## src/rtl/cal_seq_pkg.sv

```systemverilog
package cal_seq_pkg;

    typedef enum logic [2:0] {
        PH_IDLE_UNCAL = 3'd0,
        PH_HOLD       = 3'd1,
        PH_ARM        = 3'd2,
        PH_CAL        = 3'd3,
        PH_DONE       = 3'd4
    } phase_e;

    typedef struct packed {
        phase_e phase;
        logic   busy_n;
        logic   ready;
    } seq_regs_t;

    localparam seq_regs_t SEQ_POWERUP = '{phase: PH_IDLE_UNCAL, busy_n: 1'b1, ready: 1'b0};

endpackage

```

## src/rtl/init_pulse_qualifier.sv

```systemverilog
module init_pulse_qualifier #(
    parameter int MIN_LOW = 3
) (
    input  logic clk_i,
    input  logic line_n_i,
    output logic valid_o
);
    localparam int W = $clog2(MIN_LOW + 1);
    localparam logic [W-1:0] SAT  = W'(MIN_LOW);
    localparam logic [W-1:0] LAST = W'(MIN_LOW - 1);

    logic [W-1:0] run_q = '0;
    logic [W-1:0] run_d;

    // count consecutive low samples, saturating; any high sample clears
    always_comb begin
        if (line_n_i) begin
            run_d = '0;
        end else if (run_q == SAT) begin
            run_d = run_q;
        end else begin
            run_d = run_q + 1'b1;
        end
        valid_o = !line_n_i && (run_q >= LAST);
    end

    always_ff @(posedge clk_i) begin
        run_q <= run_d;
    end

endmodule

```

## src/rtl/cal_timer.sv

```systemverilog
module cal_timer #(
    parameter int CYCLES = 750000
) (
    input  logic clk_i,
    input  logic clear_i,
    input  logic run_i,
    output logic last_o
);
    localparam int W = $clog2(CYCLES + 1);
    localparam logic [W-1:0] END_CNT = W'(CYCLES - 1);

    logic [W-1:0] cnt_q = '0;
    logic [W-1:0] cnt_d;

    always_comb begin
        if (clear_i) begin
            cnt_d = '0;
        end else if (run_i) begin
            cnt_d = cnt_q + 1'b1;
        end else begin
            cnt_d = cnt_q;
        end
        last_o = run_i && (cnt_q == END_CNT);
    end

    always_ff @(posedge clk_i) begin
        cnt_q <= cnt_d;
    end

endmodule

```

## src/rtl/cal_sequencer.sv

```systemverilog
module cal_sequencer
    import cal_seq_pkg::*;
#(
    parameter int CAL_CYCLES     = 750000,
    parameter int MIN_LOW_CYCLES = 3
) (
    input  logic clk_i,
    input  logic init_n_i,
    output logic busy_n_o,
    output logic ready_o
);
    seq_regs_t r_q = SEQ_POWERUP;
    seq_regs_t r_d;

    logic low_valid;
    logic cal_last;
    logic cal_run;
    logic cal_clear;

    init_pulse_qualifier #(.MIN_LOW(MIN_LOW_CYCLES)) u_qual (
        .clk_i    (clk_i),
        .line_n_i (init_n_i),
        .valid_o  (low_valid)
    );

    assign cal_run   = (r_q.phase == PH_CAL);
    assign cal_clear = (r_q.phase != PH_CAL);

    cal_timer #(.CYCLES(CAL_CYCLES)) u_timer (
        .clk_i   (clk_i),
        .clear_i (cal_clear),
        .run_i   (cal_run),
        .last_o  (cal_last)
    );

    always_comb begin
        r_d = r_q;
        case (r_q.phase)
            PH_HOLD:  if (init_n_i) r_d.phase = PH_ARM;
            PH_ARM:   r_d.phase = PH_CAL;
            PH_CAL:   if (cal_last) r_d.phase = PH_DONE;
            default:  r_d.phase = r_q.phase;
        endcase
        // a qualified request overrides every phase
        if (low_valid) begin
            r_d.phase = PH_HOLD;
        end
        r_d.busy_n = !((r_d.phase == PH_ARM) || (r_d.phase == PH_CAL));
        r_d.ready  = (r_q.phase == PH_DONE) && (r_d.phase == PH_DONE);
    end

    always_ff @(posedge clk_i) begin
        r_q <= r_d;
    end

    assign busy_n_o = r_q.busy_n;
    assign ready_o  = r_q.ready;

endmodule

```

## config.mk

```make
export PLATFORM = sky130hd
export DESIGN_NAME = cal_sequencer
export DESIGN_NICKNAME = d
export VERILOG_FILES = /design/src/rtl/cal_seq_pkg.sv /design/src/rtl/init_pulse_qualifier.sv /design/src/rtl/cal_timer.sv /design/src/rtl/cal_sequencer.sv
export SDC_FILE = /design/constraint.sdc
export NUM_CORES = 1
export LEC_CHECK = 0
export BUFFER_PORTS_ARGS = -buffer_cell sky130_fd_sc_hd__buf_4
export CORE_UTILIZATION = 50
export DETAILED_ROUTE_END_ITERATION = 10
export PLACE_DENSITY = 0.66
export RECOVER_POWER = 100
export SETUP_SLACK_MARGIN = 0.4
export SLEW_MARGIN = 20
export SYNTH_ARGS = -nofsm -noshare
export SYNTH_HDL_FRONTEND = slang
export SYNTH_SLANG_ARGS = --single-unit
```

## constraint.sdc

```tcl
create_clock -name clk_i -period 2.89 [get_ports clk_i]
set_clock_uncertainty 0.2 [all_clocks]
set_input_delay 0.289 -clock clk_i [delete_from_list [all_inputs] [get_ports clk_i]]
set_output_delay 0.289 -clock clk_i [all_outputs]
set_load 0.005 [all_outputs]
```

==> results.toml, run 1 <==
[global_routing]
grt.busiest_layer = "met2"
grt_pass1_vias = 941
track_usage = 0.201
grt_antenna_before_repair = 0
grt_use_met1 = 0.255
grt_first_pass_wirelength_um = 3990
grt_util_met3 = 0.0263
grt_overflow_total = 0
grtUsageMet2 = 0.344
grt_max_degree = 20

[floorplan]
die-width_um = 51.5
coreArea_um2 = 2250
die_h_um = 51.5
die_area_um2 = 2650
ios = 4
num_rows = 17
initial_core_util = 0.544

[cells_and_area]
finalNonFillerCells = 172
seqCellArea_um2 = 541
fin_area_um2 = 1290
multi_input_area_um2 = 633
fillers = 228
layout-drive-gt1-share = 0.0764
nNetsFinal = 150
synthToLayoutAreaGrowth_pct = 4.90
diodes = 0

[yosys]
synth_fp_nets = 144
yosysSeqAreaShare = 0.441
synth_area_um2 = 1230
syn_avg_cell_area_um2 = 8.82
syn-instance-count = 139
ys_warn_count = 0
synth.distinct_cells = 37
ys_ff_latch = 27

[cts]
tritoncts = "yes"
cts.sinks = 27
htree_levels = 1
root_buffer = "clkbuf_4"
path_clk_slew_ns = 0.14
worstSkewPairLatency_ns = 0.32
cts_buffer_depth = 2
numCtsBuffers = 3

[critical_path]
crit_required_ns = 2.90
crit_type = "flip-flop to flip-flop"
startpoint_type = "flip-flop"
arrival_ns = 2.04
crit_path_max_fanout = 4
end_kind = "flip-flop"

[timing]
finalCritPeriodShare = 0.701
layout_setup_ws_ns = 0.864
rsz0062_at_grt = "no"
min_period_ns = 2.03
slew_headroom = 0.504
max_clock_freq_ghz = 0.494
setup_violations = 0
tightestPinTransition_ns = 0.742
fin_tns_setup_ns = 0
drv_slew = 0
final_hold_viol_count = 0

[place]
dp_slack_ns = 0.907
gp_congestion = 0.835
port_buffers = 3
dp_cells = 167
dp_hpwl_um = 1630
dpl_cell_area_um2 = 1260

[power_and_ir_drop]
irDropWorstVdd_mv = 0.418
leakage_nw = 0.451
power_density_nw_per_um2 = 625

[drt]
drc = 0
drtIter0Drc = 17
ant_nets = 0
first_pass_iters = 4
viasPerCell = 5.74
vias = 987
avgRoutedWirePerCell_um = 13.0
wirelength_um = 2240

[flow_run]
maxCapViolCount = 0

[min_path]
hold_path_class = "flip-flop to flip-flop"

[status]
status = "finished, final reports clean"
## final cells by class
| class | instances | share of cell area |
|---|---|---|
| sequential | 27 | 0.420 |
| multi-input combinational | 104 | 0.492 |
| timing repair buffer | 4 | 0.0253 |
| inverter | 5 | 0.0146 |
| clock buffer | 4 | 0.0204 |
| tap | 28 | 0.0272 |
## critical path, stage by stage (launching register included)
cell and delay (ns):
dfxtp_1 0.36, or3b_1 0.36, or4_1 0.46, nor4_1 0.38, o211ai_1 0.15
## synth_stat cells, drive strengths merged
cell type   n  share of area
and3        4          0.021
inv         5          0.015
xor2        6          0.043
nand2      10          0.031
nand2b      1         0.0051
nand4b      1         0.0071
ha          3          0.031
nand4       6          0.036
nand3       7          0.029
nor2       20          0.061
o22ai       1         0.0051
o21a        1         0.0061
or3         5          0.032
a21oi       6          0.024
nor3        4          0.016
dfxtp      27           0.44
o21bai      1         0.0061
and2        1         0.0051
o21ai       6          0.024
or4         2          0.015
and4        3          0.022
buf         2          0.013
nor4        4          0.020
nand3b      1         0.0092
o32a        1         0.0082
o211ai      1         0.0061
or3b        1         0.0071
xnor2       7          0.050
o31ai       1         0.0061
clkbuf      1         0.0031
## path summary, 6_finish.rpt
kind,start,slack [ns],cells past startpoint,endpoint
worst min register to register,u_timer.cnt_q[0],0.30,1,u_timer.cnt_q[0]
worst min-delay path,u_timer.cnt_q[0],0.30,1,u_timer.cnt_q[0]
worst max register to register,u_timer.cnt_q[6],0.86,4,r_q[2]
worst max-delay path,u_timer.cnt_q[6],0.86,4,r_q[2]
## layer usage
layer,part of all wire,wire length [um],vias to the layer above
met5,0,0,-
met4,0.017,39,0
met3,0.028,63,5
met2,0.44,996,14
met1,0.51,1140,462
li1,-,-,506
## logic make-up after synthesis
group,Yosys count,share of synthesized area
AO/OA/AOI/OAI,18,0.0867
XOR/XNOR,13,0.0929
adder cells (fa/ha/maj),3,0.0306
buffers and inverters,8,0.0316
flip-flops,27,0.441
AND/OR/NAND/NOR,70,0.317
## through the flow
step	power, W	util	hold WS (ns)
CTS	0.000816	0.577	0.313
global route	0.000865	0.570	0.336
floorplan	0.000600	-	0.161
detailed placement	0.000659	0.560	0.282
finish	0.000804	0.570	0.301
global placement	0.000646	0.560	0.252
## report_power, final
group          leakage, nW  switching [W]  internal (W)
registers            0.220      0.0000394      0.000418
clock network       0.0150       0.000107     0.0000541
logic                0.216       0.000123     0.0000632
total                0.451       0.000269      0.000535
## cell usage in the layout, fill, tap and decap left out, types with 2 or more instances in the layout
| master | n |
|---|---|
| inv_1 | 5 |
| nor4_1 | 4 |
| and3_1 | 3 |
| a21oi_1 | 6 |
| or3_2 | 2 |
| xor2_1 | 6 |
| nand2_1 | 10 |
| nand4_1 | 6 |
| and4_1 | 2 |
| ha_1 | 3 |
| nor3_1 | 4 |
| or4_1 | 2 |
| clkbuf_4 | 5 |
| nand3_1 | 7 |
| dfxtp_1 | 27 |
| or3_1 | 2 |
| o21ai_0 | 6 |
| nor2_1 | 20 |
| xnor2_1 | 7 |
## registers in the layout, indices dropped and copies added (netlist names)
signal	flops
busy_n_o	1
r_q	3
ready_o	1
u_qual.run_q	2
u_timer.cnt_q	20
## timing repair
action                                 in CTS  in global routing
resized for setup                           0                  0
setup buffers                               0                  0
hold buffers                                1                  0
endpoints found under the hold margin       2                  0
(Power assumes the default switching activity.)
==> inputs of run 2 (changes only) <==
Clock period 2.89 ns to 2.1 ns, I/O delays scaled along.
==> run 2 against run 1 <==
Compared with the run above: via count increased by 5.2%; die area unchanged; clock power grew 37%; first-iteration DRC count up 29%; setup slack lost 0.66 ns; flip-flop and latch count stayed put; wire length grew 11%; fmax increased by 6.8%; cell area rose by 11%; global-route usage grew 0.15 points; total power grew 44%.
==> results.toml, run 2 (synthesized netlist as in run 1, its figures left out) <==
[timing]
max_clock_freq_ghz = 0.527
setup_violations = 0
rsz0062_at_grt = "yes"
layout_setup_ws_ns = 0.202
finalCritPeriodShare = 0.904
drv_slew = 0
final_hold_viol_count = 0
tightestPinTransition_ns = 0.575
hold-worst-slack_ns = 0.282
min_period_ns = 1.90
slew_headroom = 0.616
fin_tns_setup_ns = 0

[flow_run]
maxCapViolCount = 0

[cts]
tritoncts = "yes"
htree_levels = 1
worstSkewPairLatency_ns = 0.32
numCtsBuffers = 3
root_buffer = "clkbuf_4"
path_clk_slew_ns = 0.14
cts_buffer_depth = 2
cts.sinks = 27

[global_routing]
grt_overflow_total = 0
grt_antenna_before_repair = 0
track_usage = 0.203
grt_first_pass_wirelength_um = 4040
grt_pass1_vias = 885
grt_max_degree = 15

[floorplan]
die_area_um2 = 2650
initial_core_util = 0.544
coreArea_um2 = 2250
die-width_um = 51.5
num_rows = 17
ios = 4
die_h_um = 51.5

[drt]
drtIter0Drc = 22
avgRoutedWirePerCell_um = 13.7
viasPerCell = 5.70
wirelength_um = 2500
drc = 0
ant_nets = 0
first_pass_iters = 4
vias = 1038

[power_and_ir_drop]
irDropWorstVdd_mv = 0.576
power_density_nw_per_um2 = 809
leakage_nw = 0.519

[cells_and_area]
fillers = 207
largest_reg_flops = 20
diodes = 0
finalNonFillerCells = 182
nNetsFinal = 160
final_cell_mix = "nor2_1, dfxtp_1, nand2_1, buf_4"
layout-drive-gt1-share = 0.240
regMostFlops = "u_timer.cnt_q"
reg_top3 = "u_timer.cnt_q (20), r_q (3), u_qual.run_q (2)"
layout_commonest_cell = "nor2_1"
synthToLayoutAreaGrowth_pct = 16.9

[critical_path]
arrival_ns = 1.97
startpoint_type = "flip-flop"
cp_slowest_stage_delay_ns = 0.50
worstPathCellList = "or3b_1 > or4_1 > nor3_1 > o32a_1"
crit_path_max_fanout = 4
reg2reg_slack_ns = 0.20
endpoint = "busy_n_o"
crit_buf_inv = 0
startpoint = "u_timer.cnt_q[6]"
end_kind = "flip-flop"
path_delay_family = "simple AND/OR/NAND/NOR gates"
r2r-start = "u_timer.cnt_q[6]"
crit_type = "flip-flop to flip-flop"
reg2reg_to = "busy_n_o"
reg2regPathDepth = 4
crit_required_ns = 2.17
cp.depth = 4
critPathSlowestCell = "or4_1"

[place]
dp_hpwl_um = 1680
dp_slack_ns = 0.262
dp_cells = 168
port_buffers = 3
gp_congestion = 0.861

[status]
status = "finished, final reports clean"

[min_path]
hold_path_class = "flip-flop to flip-flop"
-- run 2: cell types whose count changed in the layout (fill, tap and decap cells not counted), sizes merged --
cell,delta
buf,+9
clkbuf,+1
-- run 2: power breakdown --
group          leakage (nW)  switching (W)  internal (W)
Combinational         0.279       0.000208      0.000113
Clock                0.0150       0.000145     0.0000744
Sequential            0.225      0.0000465      0.000573
Total                 0.519       0.000400      0.000760
-- run 2: repair_timing --
action / CTS / global route
endpoints found under the hold margin: 2 / 0
endpoints found under the setup margin: 8 / 9
resized for setup: 10 / 9
pin swaps: 4 / 5
setup buffers: 2 / 7
hold buffers: 1 / 0
-- run 2: worst min-delay path by stage --
stage	end	startpoint	slack (ns)	depth (start not counted)
floorplan	u_qual.run_q[0]	init_n_i	0.08	1
global placement	u_qual.run_q[1]	init_n_i	0.20	2
detailed placement	u_qual.run_q[1]	init_n_i	0.21	2
CTS	u_timer.cnt_q[0]	u_timer.cnt_q[0]	0.26	1
global route	u_timer.cnt_q[19]	u_timer.cnt_q[19]	0.33	2
finish	u_timer.cnt_q[19]	u_timer.cnt_q[19]	0.28	2
-- run 2: routing by layer --
layer	GRT usage	wire, um	vias to the layer above
li1	-	-	520
met1	0.280	1170	493
met2	0.320	1220	23
met3	0.0263	77	2
met4	0.0766	27	0
met5	0	0	-
-- run 2: area by class of cell --
type                    count  area (um^2)  area share
multi-input cells         104          689       0.481
flip-flops and latches     27          561       0.391
repair buffers             14          104      0.0724
well taps                  28         35.0      0.0244
clock buffers               4         26.3      0.0183
inverters                   5         18.8      0.0131
-- run 2: worst reg2reg max path: cells and delay by family, from the launching register on --
family	cells	cell delay, ns
and+or+nand+nor	3	1.10
DFF	1	0.36
AOI/OAI and AO/OA	1	0.18
-- run 2: through the flow --
stage                     area [um^2]  utilization  total power, W
after floorplan                  1260            -        0.000842
after global placement           1310        0.580        0.000920
after detailed placement         1310        0.580        0.000940
after CTS                        1380        0.614         0.00117
after global routing             1430        0.636         0.00125
final                            1430        0.636         0.00116
==> inputs of run 3 (changes only) <==
Settings changed: CORE_MARGIN set to 4, SYNTH_HIERARCHICAL set to 1.
==> run 3 against run 2 <==
Compared with the run above: critical path depth grew 3; final cell count rose by 5.5%; largest cell class unchanged; wire length up 9.0%; non-clock buffer count increased by 13; register-to-register slack got worse by 0.04 ns; setup slack worse by 0.045 ns; first-iteration DRC count is 50% higher; total power increased by 11%; cell area grew 7.2%; clock power fell by 3%; clock-buffer cell count unchanged.
==> results.toml, run 3 <==
[yosys]
synth-edff-count = 0
ys_warn_count = 6
ys_top_cells_by_area = "dfxtp_1, xor2_1, nor2_1"
yosysMostFrequentCell = "dfxtp_1"
synth.distinct_cells = 38
synth_top_cell_by_area = "dfxtp_1"
ys_async_sr_fraction = 0
yosysSeqAreaShare = 0.433
syn_avg_cell_area_um2 = 9.11
synth_fp_nets = 142
yosys-top-cells-count = "dfxtp_1, nor2_1, a21oi_1, xor2_1, nand3_1"
synth_area_um2 = 1250
synth.top_cell.area_share = 0.433
syn-instance-count = 137
ys_ff_latch = 27
synth_top_flop_cell = "dfxtp_1"

[timing]
rsz0062_at_grt = "yes"
setup_violations = 0
min_period_ns = 1.94
fin_tns_setup_ns = 0
finalCritPeriodShare = 0.925
drv_slew = 0
layout_setup_ws_ns = 0.157
max_clock_freq_ghz = 0.515
final_hold_viol_count = 0
tightestPinTransition_ns = 0.409
slew_headroom = 0.726
hold-worst-slack_ns = 0.301

[cells_and_area]
reg_top3 = "u_timer/cnt_q (20), r_q (3), u_qual/run_q (2)"
layout_commonest_cell = "dfxtp_1"
final_cell_mix = "dfxtp_1, nor2_1, buf_4"
largest_reg_flops = 20
finalNonFillerCells = 192
nNetsFinal = 170
diodes = 0
layout-drive-gt1-share = 0.311
synthToLayoutAreaGrowth_pct = 23.2
fillers = 191
regMostFlops = "u_timer/cnt_q"

[floorplan]
ios = 4
num_rows = 17
initial_core_util = 0.543
coreArea_um2 = 2300
die-width_um = 58.0
die_area_um2 = 3360
die_h_um = 58.0

[drt]
vias = 1123
avgRoutedWirePerCell_um = 14.2
drtIter0Drc = 33
ant_nets = 0
viasPerCell = 5.85
drc = 0
first_pass_iters = 4
wirelength_um = 2720

[cts]
numCtsBuffers = 3
path_clk_slew_ns = 0.13
cts_buffer_depth = 2
htree_levels = 1
tritoncts = "yes"
worstSkewPairLatency_ns = 0.31
root_buffer = "clkbuf_4"
cts.sinks = 27

[critical_path]
startpoint_type = "flip-flop"
reg2reg_slack_ns = 0.16
crit_required_ns = 2.10
reg2regPathDepth = 7
worstPathCellList = "nand3b_1 > inv_1 > and4_1 > nand4_1 > nor2_2 > and3_1 > or4_4"
arrival_ns = 1.94
crit_type = "flip-flop to flip-flop"
crit_buf_inv = 1
end_kind = "flip-flop"
reg2reg_to = "busy_n_o"
crit_path_max_fanout = 4
r2r-start = "r_q[2]"
critPathSlowestCell = "or4_4"
cp_slowest_stage_delay_ns = 0.47
path_delay_family = "simple AND/OR/NAND/NOR gates"

[power_and_ir_drop]
leakage_nw = 0.595
power_density_nw_per_um2 = 837
irDropWorstVdd_mv = 0.755

[place]
dp_slack_ns = 0.139
gp_congestion = 0.784
port_buffers = 3
dp_cells = 167
dp_hpwl_um = 1590

[global_routing]
grt_first_pass_wirelength_um = 4490
grt_overflow_total = 0
grt_max_degree = 22
grt_pass1_vias = 995
grt_antenna_before_repair = 0
track_usage = 0.170

[min_path]
hold_path_startpoint = "u_timer/cnt_q[9]"
holdPathStages = 2
whs_endpoint = "u_timer/cnt_q[9]"
hold_path_class = "flip-flop to flip-flop"

[status]
status = "finished, final reports clean"

[flow_run]
maxCapViolCount = 0
==> run 3: changes by cell type in the layout (fill, tap and decap cells not counted), sizes merged, moves of 2 or more <==
cell	before	now
or4	2	4
xor2	6	9
a21oi	6	11
nand4	6	4
xnor2	7	3
nor4	4	1
nand2	10	6
nor3	4	1
clkbuf	7	11
buf	10	19
o31ai	1	3
nand3	7	10
==> run 3: kinds of logic after synthesis <==
logic type               share of synthesized area
AO/OA/AOI/OAI                                0.106
XOR/XNOR                                    0.0843
adder cells (fa/ha/maj)                     0.0301
AND/OR/NAND/NOR                              0.289
buffers and inverters                       0.0491
flip-flops                                   0.433
multiplexers                               0.00802
==> run 3: worst register-to-register path, delay by kind of cell (launching register included) <==
kind                   cells  cell delay [ns]
and+or+nand+nor            6             1.21
DFF                        1             0.36
buffers and inverters      1             0.08
==> run 3: what timing repair did <==
| action | 4_1_cts | 5_1_grt |
|---|---|---|
| cloned | 1 | 0 |
| gates resized for setup | 18 | 14 |
| setup endpoints to repair | 17 | 19 |
| hold buffers | 1 | 0 |
| endpoints found under the hold margin | 2 | 0 |
| pin swaps | 3 | 7 |
| buffers inserted | 15 | 4 |
==> run 3: area by class of cell <==
type	count	area, um^2	share of cell area
clock buffer	4	26.3	0.0171
inverter	5	18.8	0.0122
multi-input combinational	101	722	0.470
sequential	27	548	0.357
tap	28	35.0	0.0228
timing repair buffer	27	186	0.121
==> run 3: how the worst max path moves through the flow <==
stage,from,depth (start not counted),endpoint
finish,r_q[2],7,busy_n_o
floorplan,r_q[4],7,u_timer/cnt_q[17]
detailed placement,u_timer/cnt_q[0],6,busy_n_o
global route,r_q[2],8,u_timer/cnt_q[11]
CTS,r_q[2],7,busy_n_o
global placement,u_timer/cnt_q[0],6,busy_n_o
==> run 3: per-stage QoR <==
step           utilization  total power (W)  area (um^2)
2_1_floorplan            -         0.000847         1260
3_3_place_gp         0.566         0.000915         1300
3_5_place_dp         0.566         0.000926         1300
4_1_cts              0.651          0.00125         1500
5_1_grt              0.669          0.00138         1540
6_report             0.669          0.00129         1540
==> run 3: metal layers <==
layer  wire, um  track usage  vias to the layer above
li1           -            -                      549
met1       1220        0.220                      523
met2       1260        0.281                       41
met3        164       0.0312                       10
met4         76       0.0629                        0
met5          0            0                        -
==> run 3: power breakdown <==
part           switching [W]  internal (W)  leakage, nW  total [W]
clock network       0.000139     0.0000742       0.0150   0.000213
registers          0.0000360      0.000573        0.221   0.000609
logic               0.000247      0.000217        0.359   0.000464
total               0.000422      0.000865        0.595    0.00129
